## config.mk

```make
export PLATFORM = sky130hd
export DESIGN_NAME = snoop_filter
export DESIGN_NICKNAME = d
export VERILOG_FILES = /design/src/rtl/snoop_filter.sv
export SDC_FILE = /design/constraint.sdc
export NUM_CORES = 1
export LEC_CHECK = 0
export ABC_AREA = 1
export BUFFER_PORTS_ARGS = -buffer_cell sky130_fd_sc_hd__buf_2
export CORE_MARGIN = 5
export CORE_UTILIZATION = 45
export CTS_CLUSTER_DIAMETER = 200
export CTS_CLUSTER_SIZE = 24
export DETAILED_ROUTE_END_ITERATION = 8
export PLACE_DENSITY = 0.68
export SLEW_MARGIN = 25
export SYNTH_ARGS = -nofsm -noshare
export SYNTH_HDL_FRONTEND = slang
export SYNTH_SLANG_ARGS = --single-unit
```

## constraint.sdc

```tcl
create_clock -name clk -period 6 [get_ports clk]
set_clock_uncertainty 0.2 [all_clocks]
set_input_delay 0.9 -clock clk [delete_from_list [all_inputs] [get_ports clk]]
set_output_delay 0.9 -clock clk [all_outputs]
set_load 0.02 [all_outputs]
```

## src/rtl/snoop_filter.sv

```systemverilog
module snoop_filter #(
  parameter int NCACHE = 4,
  parameter int ADDR_W = 16,
  parameter int SETS = 8,
  parameter bit EXCLUSIVE = 1'b0,
  localparam int ID_W = (NCACHE > 1) ? $clog2(NCACHE) : 1
) (
  input  logic              clk,
  input  logic              rst_n,
  input  logic              req_valid,
  output logic              req_ready,
  input  logic [1:0]        req_op,
  input  logic [ID_W-1:0]   req_cache,
  input  logic [ADDR_W-1:0] req_addr,
  output logic              rsp_valid,
  input  logic              rsp_ready,
  output logic [NCACHE-1:0] rsp_mask,
  output logic              rsp_hit,
  output logic [NCACHE-1:0] rsp_binv,
  output logic [ADDR_W-1:0] rsp_binv_addr
);
  localparam int IDX_W = (SETS > 1) ? $clog2(SETS) : 1;
  localparam int TAG_W = ADDR_W - IDX_W;
  localparam logic [1:0] OP_FILL = 2'b01;
  localparam logic [1:0] OP_EVICT = 2'b10;
  localparam logic [NCACHE-1:0] ONE = NCACHE'(1);

  logic [SETS-1:0]   ent_v;
  logic [TAG_W-1:0]  ent_tag [SETS];
  logic [NCACHE-1:0] ent_vec [SETS];

  logic [IDX_W-1:0]  idx;
  logic [TAG_W-1:0]  tag;
  logic [NCACHE-1:0] cur, rbit, wvec, snoop_mask, binv;
  logic              hit, accept, is_fill, is_evict, set_op, clr_op, wr_en;
  logic [1:0]        op_q;

  assign idx      = req_addr[IDX_W-1:0];
  assign tag      = req_addr[ADDR_W-1:IDX_W];
  assign cur      = ent_vec[idx];
  assign hit      = ent_v[idx] && (ent_tag[idx] == tag);
  assign rbit     = ONE << req_cache;
  assign req_ready = !rsp_valid || rsp_ready;
  assign accept   = req_valid && req_ready;
  assign is_fill  = (req_op == OP_FILL);
  assign is_evict = (req_op == OP_EVICT);

  // the vector polarity flips with the mode, so set/clear swap their triggers
  assign set_op = EXCLUSIVE ? is_evict : is_fill;
  assign clr_op = EXCLUSIVE ? is_fill : is_evict;
  assign wr_en  = accept && (set_op || (clr_op && hit));
  assign wvec   = set_op ? (hit ? (cur | rbit) : rbit) : (cur & ~rbit);

  assign snoop_mask = ~rbit & (hit ? (EXCLUSIVE ? ~cur : cur) : '1);
  assign binv = (!EXCLUSIVE && set_op && !hit && ent_v[idx]) ? cur : '0;

  always_ff @(posedge clk or negedge rst_n) begin
    if (!rst_n) ent_v <= '0;
    else if (wr_en) ent_v[idx] <= |wvec;
  end

  always_ff @(posedge clk) begin
    if (wr_en) begin
      ent_tag[idx] <= tag;
      ent_vec[idx] <= wvec;
    end
  end

  always_ff @(posedge clk or negedge rst_n) begin
    if (!rst_n) begin
      rsp_valid     <= 1'b0;
      rsp_mask      <= '0;
      rsp_hit       <= 1'b0;
      rsp_binv      <= '0;
      rsp_binv_addr <= '0;
      op_q          <= 2'b00;
    end else if (accept) begin
      rsp_valid     <= 1'b1;
      rsp_mask      <= (is_fill || is_evict) ? '0 : snoop_mask;
      rsp_hit       <= hit;
      rsp_binv      <= binv;
      rsp_binv_addr <= {ent_tag[idx], idx};
      op_q          <= req_op;
    end else if (rsp_ready) begin
      rsp_valid <= 1'b0;
    end
  end

  assert_accept_resp_R2: assert property (@(posedge clk) disable iff (!rst_n)
    accept |=> rsp_valid);
  assert_hold_R2: assert property (@(posedge clk) disable iff (!rst_n)
    rsp_valid && !rsp_ready |=> rsp_valid && $stable(rsp_mask) && $stable(rsp_binv) && $stable(rsp_hit));
  assert_quiet_update_R10: assert property (@(posedge clk) disable iff (!rst_n)
    rsp_valid && (op_q == OP_FILL || op_q == OP_EVICT) |-> rsp_mask == '0);

  generate
    if (EXCLUSIVE) begin : g_abs
      assert_no_binv_R8: assert property (@(posedge clk) disable iff (!rst_n)
        rsp_valid |-> rsp_binv == '0);
    end else begin : g_pres
      assert_binv_on_fill_R6: assert property (@(posedge clk) disable iff (!rst_n)
        rsp_valid && (rsp_binv != '0) |-> (op_q == OP_FILL) && !rsp_hit);
    end
  endgenerate
endmodule

```

==> metrics list <==
- Crit-path max FO: 16
- Reg-to-reg slack, setup: 2.60 ns
- After clock tree synthesis, the flow added hold-fix buffers numbering 0.
* Data arrival time of the critical path: roughly 4.3 ns
- Total clock buffers created by CTS: 17
- Number of sinks handled by clock tree synthesis: 170
- At the pin with the least slew margin, the transition time is approximately 0.99 ns.
* Clock transition at the registers of the reported paths: 0.06 ns
* Overall via count from detail_route: 5047
- The worst register-to-register path begins at ent_tag[3][4].
- In the post-synthesis netlist, the biggest area contributors are sky130_fd_sc_hd__edfxtp_1 55%, sky130_fd_sc_hd__nand2_1 12%, sky130_fd_sc_hd__dfrtp_1 11%.
- In this run, the number of DRC markers left after iteration 0 of detailed routing was 468.
- Die X-Extent: 138.3 um
- Uppermost routed layer: met4
* Maximum cell stage delay along the critical path: between 0.7 and 0.8 ns
- The mapped netlist covers 7407 um2.
- Summed over all instances, the cell type with the most area after synthesis is sky130_fd_sc_hd__edfxtp_1.
* Clock tree from TritonCTS: built
- Routability Congestion: ~0.80
- The commonest cells after synthesis are 246 x sky130_fd_sc_hd__nand2_1, 136 x sky130_fd_sc_hd__edfxtp_1, 110 x sky130_fd_sc_hd__inv_1.
* Power per unit of standard cell area: 318.6 nW/um2
- Most numerous cell in the Yosys netlist: sky130_fd_sc_hd__nand2_1
* Residual DRC count: 0
- The tree is rooted in a sky130_fd_sc_hd__clkbuf_16.
* Detailed-route wire length on metal 1: 7161 um
- Main synth FF type: sky130_fd_sc_hd__edfxtp_1
* Worst-case hold path end point: rsp_mask[0]
* Overall track demand over capacity in global routing: 17.54%
- Warnings from Yosys: 0
- Summed over its instances, the top area cell type makes up 55.14% of the synthesized netlist area.
- Number of antenna violations at the first check in global routing: 0
* Die height: 138.3 um
* Routed met3 length: 835 um
* Static leakage power: 3.802 nW
- Ports: between 50 and 60
- Measured against its own limit, the worst slew margin works out to 34.26%.
- Fill cell instance count of the final layout: 1455
- Traced cell by cell, the critical path runs through buf_2, inv_2, nor2_1, nand3_1, nand2_1, nor2_1, nand2_1, nand2_1, nor2_1, nand2_1, nor2_1, nand2_2, nor2_2, o21ai_2, nor2_2, buf_4.
- Across the run, the number of max-cap violations was 0.
* Full die area: 19130 um2
* Initial Util: 45.31%
- At the end of the flow the core is filled with cells to between 50% and 60%.
- For this run, the detailed router's first-pass iteration total came to 5.
- Unrepaired setup endpoints after global routing: false
- Startpoint type of the worst setup path: input pin
* Growth of design area from synthesis to finish: 14.41%
- Fraction of layout instances using a drive strength above 1: 12.86%
- Detailed-routed wire length on met2: 8162 um
* Wire length of the first global-routing pass: 26240 um
- Syn Area/Cell: 9.969 um2
- The final-report hold violation count came to 0.
* Achievable frequency: 0.2302 GHz
- The clock passes through at most 2 buffers.
* Number of distinct library cell variants in the gate-level netlist after synthesis: 34
* Post-synth net total: 769
- The worst path needs 4.345 ns of the cycle, external delays included.
- 0 antenna diodes ended up in the layout.
* Post-synthesis sequential element count: 170
- The number of setup buffers added after CTS is 0.
* Standard cell with the maximum stage delay on the critical path: sky130_fd_sc_hd__nor2_1
- Floorplan Core Area: between 15000 and 20000 um2
* Mapped Cells: 743
- Total number of placement rows: 47
- Number of synthesized flops with an enable pin: 136
- The share of the Yosys chip area taken by registers is 66.62%.
* End of the worst register-to-register path: ent_tag[3][4]
* Count of port buffers added during placement: 50
- After layout, the worst path uses about 72% of the clock period.
- Number of global-route vias before repair: ~4800
- Number of max-slew violations in the final report: 0
* Number of buffers and inverters on the critical path: 3
- Hold Path Stages: 2
- Detailed Place HPWL: 10370 um
- The run finished with clean final reports.
- Hold WC Path Type: flop to flop
* Sum of overflow across all layers after global routing: 0
- CTS H-Tree Depth: 4
- Dividing the detail-routed via count by the number of cells gives about 4.9.
- For the worst setup path, the data required time is 5.91 ns.
- Number of nets in the final layout: 822
- Final routed wirelength across all metal layers: 16500 um
- Total of endpoints with negative setup slack in the final report: 0
* Worst setup EP type: flop
* Hold path startpoint: rsp_mask[0]
- At the later pin of the worst-skew pair, clock insertion delay measures 0.43 ns.
* Largest net degree at the start of global routing: 68
- The worst-case IR drop observed on VDD is approximately 0.17 mV.
- Critical path start-end classification: input pin to flop
- The number of cells on the worst reg-to-reg path is 13.
- Kind of cell adding the most delay to the critical path: simple AND/OR/NAND/NOR gates
- In the final routed layout, each cell accounts on average for ~16 um.
- FFs w/ async S/R, synth: 20.00%
* Number of cells upsized or downsized after cts: 0
* Setup tns final: 0 ns
- Once detail routing completed, the nets flagged for antenna violations numbered 0.
flip-flops by register name, summed over array words and instances (netlist names):
signal,count
rsp_binv,4
rsp_mask,4
ent_tag,104
rsp_binv_addr,16
ent_v,8
rsp_hit,1
ent_vec,32
rsp_valid,1
how the worst max path moves through the flow:
stage	start	to	slack (ns)	cells past startpoint
floorplan	req_addr[1]	ent_tag[0][0]	2.36	15
global placement	req_addr[1]	ent_tag[6][0]	1.16	15
detailed placement	req_addr[1]	ent_tag[7][0]	1.16	15
CTS	req_addr[1]	ent_vec[7][2]	1.56	15
global route	req_addr[1]	ent_v[3]	1.36	19
finish	req_addr[1]	ent_tag[3][4]	1.66	16
metal layers:
layer / track usage [%] / vias to the layer above
met1: 22.79 / 2401
met4: 6.760 / 0
met3: 3.211 / 25
li1: - / 2502
met5: 0 / -
met2: 29.42 / 119
worst register-to-register path: cells and delay by family (launching register included):
kind / cells / cell delay [ns]
compound gates: 1 / 0.27
simple gates: 11 / 1.91
buf+inv: 1 / 0.35
flops: 1 / 0.35
layout make-up:
cell class	instances	area [um2]	share of cell area [%]
timing repair buffer	56	295.3	3.484
sequential	170	4935	58.23
tap	220	275.3	3.248
multi-input combinational	436	1941	22.90
inverter	115	431.7	5.094
clock buffer	23	478.0	5.640
clock inverter	9	118.9	1.403
layout by cell type (no fill, tap or decap), types with 3 or more instances in the layout:
cell type	instances
sky130_fd_sc_hd__nand2_1	246
sky130_fd_sc_hd__edfxtp_1	136
sky130_fd_sc_hd__inv_1	110
sky130_fd_sc_hd__nor2_1	59
sky130_fd_sc_hd__buf_2	50
sky130_fd_sc_hd__nand3_1	48
sky130_fd_sc_hd__dfrtp_1	34
sky130_fd_sc_hd__o21ai_0	22
sky130_fd_sc_hd__clkbuf_16	17
sky130_fd_sc_hd__o21ai_1	9
sky130_fd_sc_hd__o21bai_1	8
sky130_fd_sc_hd__nor2_2	6
sky130_fd_sc_hd__buf_4	6
sky130_fd_sc_hd__nor2_4	5
sky130_fd_sc_hd__a221oi_1	5
sky130_fd_sc_hd__clkinv_2	5
sky130_fd_sc_hd__inv_2	4
sky130_fd_sc_hd__o31ai_1	4
sky130_fd_sc_hd__nand2_2	3
sky130_fd_sc_hd__clkbuf_8	3
sky130_fd_sc_hd__bufinv_16	3
sky130_fd_sc_hd__clkbuf_1	3
cells by family after synthesis:
group / Yosys count / synth area share [%]
flip-flops: 170 / 66.62
XOR/XNOR: 1 / 0.1183
AO/OA/AOI/OAI: 58 / 4.814
adder cells (fa/ha/maj): 2 / 0.3378
buffers and inverters: 137 / 7.584
AND/OR/NAND/NOR: 375 / 20.52
per-stage QoR:
step	cells	area (um2)	setup WS, ns	total power, W	hold slack, ns
floorplan	743	7407	2.363	0.001524	0.2557
global placement	997	7863	1.157	0.001616	0.2628
detailed placement	997	7868	1.159	0.001619	0.2655
CTS	1029	8464	1.556	0.002714	0.2820
global route	1029	8474	1.356	0.002794	0.3046
finish	1029	8474	1.655	0.002700	0.2778
power by group:
| group | internal, W | switching [W] |
|---|---|---|
| clock | 0.000683 | 0.000422 |
| combinational | 0.0000733 | 0.000178 |
| sequential | 0.00132 | 0.0000223 |
Power figures use the tool's default switching activity.
